File: src/rtl/strap_latch_pkg.sv
package strap_latch_pkg;
  localparam int CODE_W = 3;

  typedef enum logic [CODE_W-1:0] {
    FREQ_100  = 3'd0,
    FREQ_133  = 3'd1,
    FREQ_200  = 3'd2,
    FREQ_266  = 3'd3,
    FREQ_400  = 3'd4,
    FREQ_RSVD = 3'd7
  } freq_code_e;
endpackage

File: src/rtl/strap_sync.sv
module strap_sync #(
  parameter int   STAGES    = 2,
  parameter logic RESET_VAL = 1'b1
) (
  input  logic clk_i,
  input  logic rst_ni,
  input  logic d_i,
  output logic q_o
);
  logic [STAGES-1:0] chain_q;

  for (genvar g = 0; g < STAGES; g++) begin : g_stage
    if (g == 0) begin : g_first
      always_ff @(posedge clk_i or negedge rst_ni) begin
        if (!rst_ni) chain_q[0] <= RESET_VAL;
        else         chain_q[0] <= d_i;
      end
    end else begin : g_next
      always_ff @(posedge clk_i or negedge rst_ni) begin
        if (!rst_ni) chain_q[g] <= RESET_VAL;
        else         chain_q[g] <= chain_q[g-1];
      end
    end
  end

  assign q_o = chain_q[STAGES-1];
endmodule

File: src/rtl/strap_capture.sv
module strap_capture (
  input  logic clk_i,
  input  logic rst_ni,
  input  logic pwrgd_sync_ni,
  input  logic strap_a_i,
  input  logic strap_b_i,
  output logic valid_o,
  output logic lat_a_o,
  output logic lat_b_o
);
  logic valid_q, lat_a_q, lat_b_q;

  // one-shot: only the first low sample loads the straps
  always_ff @(posedge clk_i or negedge rst_ni) begin
    if (!rst_ni) begin
      valid_q <= 1'b0;
      lat_a_q <= 1'b0;
      lat_b_q <= 1'b0;
    end else if (!valid_q && !pwrgd_sync_ni) begin
      valid_q <= 1'b1;
      lat_a_q <= strap_a_i;
      lat_b_q <= strap_b_i;
    end
  end

  assign valid_o = valid_q;
  assign lat_a_o = lat_a_q;
  assign lat_b_o = lat_b_q;

  assert_capture_on_low_R2: assert property (@(posedge clk_i) disable iff (!rst_ni)
    $rose(valid_q) |-> $past(!pwrgd_sync_ni));
  assert_valid_sticky_R3: assert property (@(posedge clk_i) disable iff (!rst_ni)
    valid_q |=> valid_q);
  assert_latch_frozen_R3: assert property (@(posedge clk_i) disable iff (!rst_ni)
    valid_q |=> ($stable(lat_a_q) && $stable(lat_b_q)));
endmodule

File: src/rtl/strap_decode.sv
module strap_decode
  import strap_latch_pkg::*;
(
  input  logic              valid_i,
  input  logic              lat_a_i,
  input  logic              lat_b_i,
  input  logic              hifreq_i,
  output logic [CODE_W-1:0] code_o
);
  freq_code_e code;

  always_comb begin
    code = FREQ_100;
    if (valid_i) begin
      unique case ({lat_a_i, lat_b_i})
        2'b00:   code = hifreq_i ? FREQ_200 : FREQ_100;
        2'b01:   code = hifreq_i ? FREQ_400 : FREQ_200;
        2'b10:   code = hifreq_i ? FREQ_266 : FREQ_133;
        default: code = FREQ_RSVD;
      endcase
    end
  end

  assign code_o = code;
endmodule

File: src/rtl/strap_test_ctrl.sv
module strap_test_ctrl (
  input  logic clk_i,
  input  logic rst_ni,
  input  logic test_req_i,
  input  logic strap_a_i,
  output logic test_o,
  output logic tristate_o
);
  logic test_q;

  always_ff @(posedge clk_i or negedge rst_ni) begin
    if (!rst_ni)         test_q <= 1'b0;
    else if (test_req_i) test_q <= 1'b1;
  end

  // live, unclocked select: A=1 high-Z, A=0 divided reference
  assign test_o     = test_q;
  assign tristate_o = test_q & strap_a_i;

  assert_test_sticky_R8: assert property (@(posedge clk_i) disable iff (!rst_ni)
    test_q |=> test_q);
  assert_test_entry_R8: assert property (@(posedge clk_i) disable iff (!rst_ni)
    test_req_i |=> test_q);
endmodule

File: src/rtl/strap_latch_top.sv
module strap_latch_top
  import strap_latch_pkg::*;
#(
  parameter int SYNC_STAGES = 2
) (
  input  logic              clk_i,
  input  logic              rst_ni,
  input  logic              pwrgd_ni,
  input  logic              strap_a_i,
  input  logic              strap_b_i,
  input  logic              hifreq_i,
  input  logic              test_req_i,
  output logic              valid_o,
  output logic              latched_a_o,
  output logic              latched_b_o,
  output logic [CODE_W-1:0] freq_code_o,
  output logic              test_mode_o,
  output logic              tristate_o,
  output logic [1:0]        strap_oe_o
);
  logic pwrgd_sync_n;

  strap_sync #(.STAGES(SYNC_STAGES), .RESET_VAL(1'b1)) u_sync (
    .clk_i (clk_i),
    .rst_ni(rst_ni),
    .d_i   (pwrgd_ni),
    .q_o   (pwrgd_sync_n)
  );

  strap_capture u_cap (
    .clk_i        (clk_i),
    .rst_ni       (rst_ni),
    .pwrgd_sync_ni(pwrgd_sync_n),
    .strap_a_i    (strap_a_i),
    .strap_b_i    (strap_b_i),
    .valid_o      (valid_o),
    .lat_a_o      (latched_a_o),
    .lat_b_o      (latched_b_o)
  );

  strap_decode u_dec (
    .valid_i (valid_o),
    .lat_a_i (latched_a_o),
    .lat_b_i (latched_b_o),
    .hifreq_i(hifreq_i),
    .code_o  (freq_code_o)
  );

  strap_test_ctrl u_test (
    .clk_i     (clk_i),
    .rst_ni    (rst_ni),
    .test_req_i(test_req_i),
    .strap_a_i (strap_a_i),
    .test_o    (test_mode_o),
    .tristate_o(tristate_o)
  );

  // pin A stays an input in test mode so its level can be read live
  assign strap_oe_o = {valid_o, valid_o & ~test_mode_o};

  assert_code_before_capture_R7: assert property (@(posedge clk_i) disable iff (!rst_ni)
    !valid_o |-> (freq_code_o == FREQ_100));
  assert_pin_a_input_in_test_R9: assert property (@(posedge clk_i) disable iff (!rst_ni)
    tristate_o |-> !strap_oe_o[0]);
  assert_pins_out_after_capture_R4: assert property (@(posedge clk_i) disable iff (!rst_ni)
    $rose(valid_o) |-> strap_oe_o[1]);
endmodule

File: config.mk
export PLATFORM = sky130hd
export DESIGN_NAME = strap_latch_top
export DESIGN_NICKNAME = d
export VERILOG_FILES = /design/src/rtl/strap_latch_pkg.sv /design/src/rtl/strap_sync.sv /design/src/rtl/strap_capture.sv /design/src/rtl/strap_decode.sv /design/src/rtl/strap_test_ctrl.sv /design/src/rtl/strap_latch_top.sv
export SDC_FILE = /design/constraint.sdc
export NUM_CORES = 1
export LEC_CHECK = 0
export BUFFER_PORTS_ARGS = -buffer_cell sky130_fd_sc_hd__buf_2
export CAP_MARGIN = 20
export CORE_AREA = 4 4 41 43
export CTS_CLUSTER_DIAMETER = 150
export DETAILED_ROUTE_END_ITERATION = 8
export DIE_AREA = 0 0 45 47
export SYNTH_ARGS = -nofsm -noshare
export SYNTH_HDL_FRONTEND = slang
export SYNTH_SLANG_ARGS = --single-unit
export TNS_END_PERCENT = 50
File: constraint.sdc
create_clock -name clk_i -period 2.9 [get_ports clk_i]
set_input_delay 0.58 -clock clk_i [delete_from_list [all_inputs] [get_ports clk_i]]
set_output_delay 0.58 -clock clk_i [all_outputs]
set_load 0.1 [all_outputs]
* Yosys cells after proc, flatten, opt, wreduce, memory -nomap -nowiden
Index checks and enable logic that the tools add are counted.
** Word-level totals
- Register bits :: 6
- Logic and storage cells :: 20
** Operators by class
- Eq/ne operators :: 2
- Reduce and logical (&&, ||, !) cells :: 4
- Muxes and demuxes :: 5
- Bitwise logic cells :: 3
** Operator list (number)
- $pmux 3 s3 :: 1
- $mux 3 :: 2
- $mux 2 :: 2
- $and 1x1->1 :: 2
- $eq 2x1->1 const B :: 1
- $eq 2x2->1 const B :: 1
- $logic_not 1->1 :: 2
- $logic_not 2->1 :: 1
- $logic_and 1x1->1 :: 1
- $not 1->1 :: 1

* Longest topological paths before layout
- Depth after elaboration :: 3
- Gate-level depth with buffers :: 2

* Modules after synthesis
A second synthesis with hierarchy kept.
** Unflattened totals
- Cell total of the unflattened synthesis :: 19
- Area total of the unflattened synthesis :: 255.2 um^2
** Modules (own cells, without submodules)
- strap_capture :: times used 1, area each 111.4 um^2, sequential area each 75.1 um^2, cells each 7
- strap_sync :: times used 1, area each 52.6 um^2, sequential area each 52.6 um^2, cells each 2
- strap_test_ctrl :: times used 1, area each 38.8 um^2, sequential area each 25.0 um^2, cells each 3
- strap_decode :: times used 1, area each 31.3 um^2, sequential area each 0.0 um^2, cells each 5
- strap_latch_top :: times used 1, area each 21.3 um^2, sequential area each 0.0 um^2, cells each 2

* Least setup slack after synthesis
OpenSTA, ideal clock, no wires.
- Kind :: register to output
- From :: register u_cap.valid_q (netlist: u_cap.valid_o)
- To :: output port freq_code_o[1]
- Setup slack :: -0.442 ns
- Required time :: 2.320 ns
- Stages on the path, launching flop included :: 3
- Data arrival time :: 2.762 ns
- Cells stage by stage :: dfrtp_1 > o21ai_0 > a31oi_1
** On the way
- Word-level cells in the longest chain between the ends :: 1
** RTL lines
- from (decl) :: line strap_capture.sv:11 : logic valid_q, lat_a_q, lat_b_q;
- from (signal assigned) :: line strap_capture.sv:16 : valid_q <= 1'b0;
- from (signal assigned) :: line strap_capture.sv:20 : valid_q <= 1'b1;
- $mux 3 :: line strap_decode.sv:14 : if (valid_i) begin
- to (decl) :: line strap_latch_top.sv:16 : output logic [CODE_W-1:0] freq_code_o,
No other way between the ends.

* Final worst setup path
Ends and elaborated chain as after synthesis.

==> results.cfg <==
[run_status]
outcome = finished, final reports clean

[detailed_routing]
antenna_left = 0
drtIter0Drc = 1
first_pass_iters = 3
drc = 0
wl_um = 522
vias = 203
viasPerCell = 3.83
wl_per_cell_um = 9.85

[critical_path]
critical_path.max_stage_delay_ps = 450
startpoint_type = register
critPathMaxFanout = 8
setup.worst_path.end_class = output port
cp.required_ps = 2320
crit_family = flip-flops
crit_buf_inv = 1
crit_path_top_delay_cell = dfrtp_1
crit_chain = o21ai_0 > a31oi_2 > buf_2
critPathKind = reg2out
crit_arrival_ps = 1430

[floorplan]
start_util_pct = 18.8
die_height_um = 47
ioPinCount = 17
die_x_um = 45
fp.dieArea_mm2 = 0.00212
core_mm2 = 0.00130
fp-row-count = 13

[cts]
ctsRootBufferMaster = clkbuf_4
cts_tree = built
post_cts_resized = 0
worstSkewPairLatency_ps = 240
clkSinkCount = 6
clockBufferDepth = 2
cts_buffers = 3
hold_buffers = 0
cts_setup_buffers = 0
clkTransAtPathRegs_ps = 50
htreeDepth = 1

[sta]
setup_viol = 0
hold_ws_ps = 153
slew_headroom_pct = 67.5
max_freq_ghz = 0.498
finClkSkew_ps = 3.67
timing.final.crit_share_pct = 69.3
rsz0062_at_grt = false
worst_slew_pin_slew_ps = 490
period_needed_ps = 2010
drv_slew = 0
report.final.hold_viol_count = 0

[power]
power.density_mw_per_mm2 = 605
ir_drop_mv = 0.153
switching_share_pct = 33.2
p_int_mw = 0.149
leakage_nw = 0.172
netSwitchingPower_mw = 0.0742
power_frac_clock_pct = 36.5
power_frac_seq_pct = 40.4
power_frac_comb_pct = 23.1

[yosys]
syn_avg_cell_area_um2 = 12.9
syn_inst = 19
seq_area_frac_synth_pct = 62.2
syn-num-nets = 26
yosys_warnings = 0
synth.distinct_cells = 13
syn_area_um2 = 245
synth_seq_cells = 6

[finish]
multi_input_area_um2 = 87.6
drive_gt1_share_pct = 63.2
layout_commonest_cell = buf_2
final_cell_mix = 16 x buf_2, 4 x dfrtp_1, 3 x clkbuf_4
diodes = 0
fin_nets = 46
area_growth_pct = 50.5
fin_util_pct = 28.4
fillers = 146
seq_area_um2 = 153

[placement]
io_buffers = 16
place_hpwl_um = 417
gp_congestion = 0.661

[min_path]
holdCritPathClass = in2async

[flow_run]
cap_violations = 0

[grt]
antenna_found_initial = 0
grt_pass1_vias = 205
grt_first_pass_wirelength_um = 855
grt_usage_pct = 5.96
grt.overflow.total = 0
grt_max_degree = 9
[Yosys cell counts, drive strengths merged]
cell type  instances  area share, %
nand2b             1            2.6
mux2               2            9.2
o211a              1            4.1
buf                1            3.1
or2                1            2.6
and2               2            5.1
nor2b              1            2.6
o21ai              1            2.0
dfstp              2             21
nor2               1            2.6
dfrtp              4             41
a31oi              1            2.6
inv                1            1.5
[per-layer routing]
layer	wire length, um	track usage (%)
met5	0	0
met4	0	5.26
met2	198	7.91
met3	92	2.68
met1	231	7.18
[worst paths after layout]
check                                   from              to  slack, ps  cells past startpoint
min in group clk_i         u_sync.chain_q[0]      u_sync.q_o        350                      0
setup / recovery               u_cap.valid_o  freq_code_o[1]        890                      3
hold / removal                        rst_ni   u_test.test_o        150                      1
hold reg to reg            u_sync.chain_q[0]      u_sync.q_o        350                      0
setup reg to reg               u_cap.valid_o   u_cap.lat_a_o       1850                      2
max in group asynchronous             rst_ni      u_sync.q_o       2520                      1
[flip-flops by register name, summed over array words and instances, names as in the netlist]
name and cells:
u_sync.chain_q 1, u_cap.valid_o 1, u_cap.lat_a_o 1, u_sync.q_o 1
u_test.test_o 1, u_cap.lat_b_o 1
[cells by family after synthesis]
group / after synthesis / share of synthesized area [%]
compound gates: 3 / 8.67
buf+inv: 2 / 4.59
flops: 6 / 62.2
mux: 2 / 9.18
simple gates: 6 / 15.3
[layout make-up]
| type | count | share of cell area [%] |
|---|---|---|
| Sequential cell | 6 | 41.4 |
| Clock buffer | 4 | 7.12 |
| Inverter | 1 | 1.02 |
| Timing Repair Buffer | 16 | 21.7 |
| Multi-Input combinational cell | 11 | 23.7 |
| Tap cell | 15 | 5.08 |
[through the flow]
| stage | worst slack, ps | setup TNS (ps) | instances | area (um2) | power, mW |
|---|---|---|---|---|---|
| 3_5_place_dp | 933 | 0 | 49 | 343 | 0.143 |
| 4_1_cts | 859 | 0 | 53 | 369 | 0.230 |
| 2_1_floorplan | -114 | -114 | 19 | 251 | 0.132 |
| 6_report | 891 | 0 | 53 | 369 | 0.223 |
| 3_3_place_gp | 954 | 0 | 49 | 343 | 0.143 |
| 5_1_grt | 739 | 0 | 53 | 369 | 0.236 |
[power by group through the flow]
stage / sequential (mW) / combinational, mW / clock, mW
2_1_floorplan: 0.102 / 0.0300 / 0
3_3_place_gp: 0.0914 / 0.0514 / 0
3_5_place_dp: 0.0916 / 0.0518 / 0
4_1_cts: 0.0903 / 0.0519 / 0.0876
5_1_grt: 0.0908 / 0.0535 / 0.0919
6_report: 0.0903 / 0.0515 / 0.0814
No activity file was read; power rests on OpenSTA's default activity.
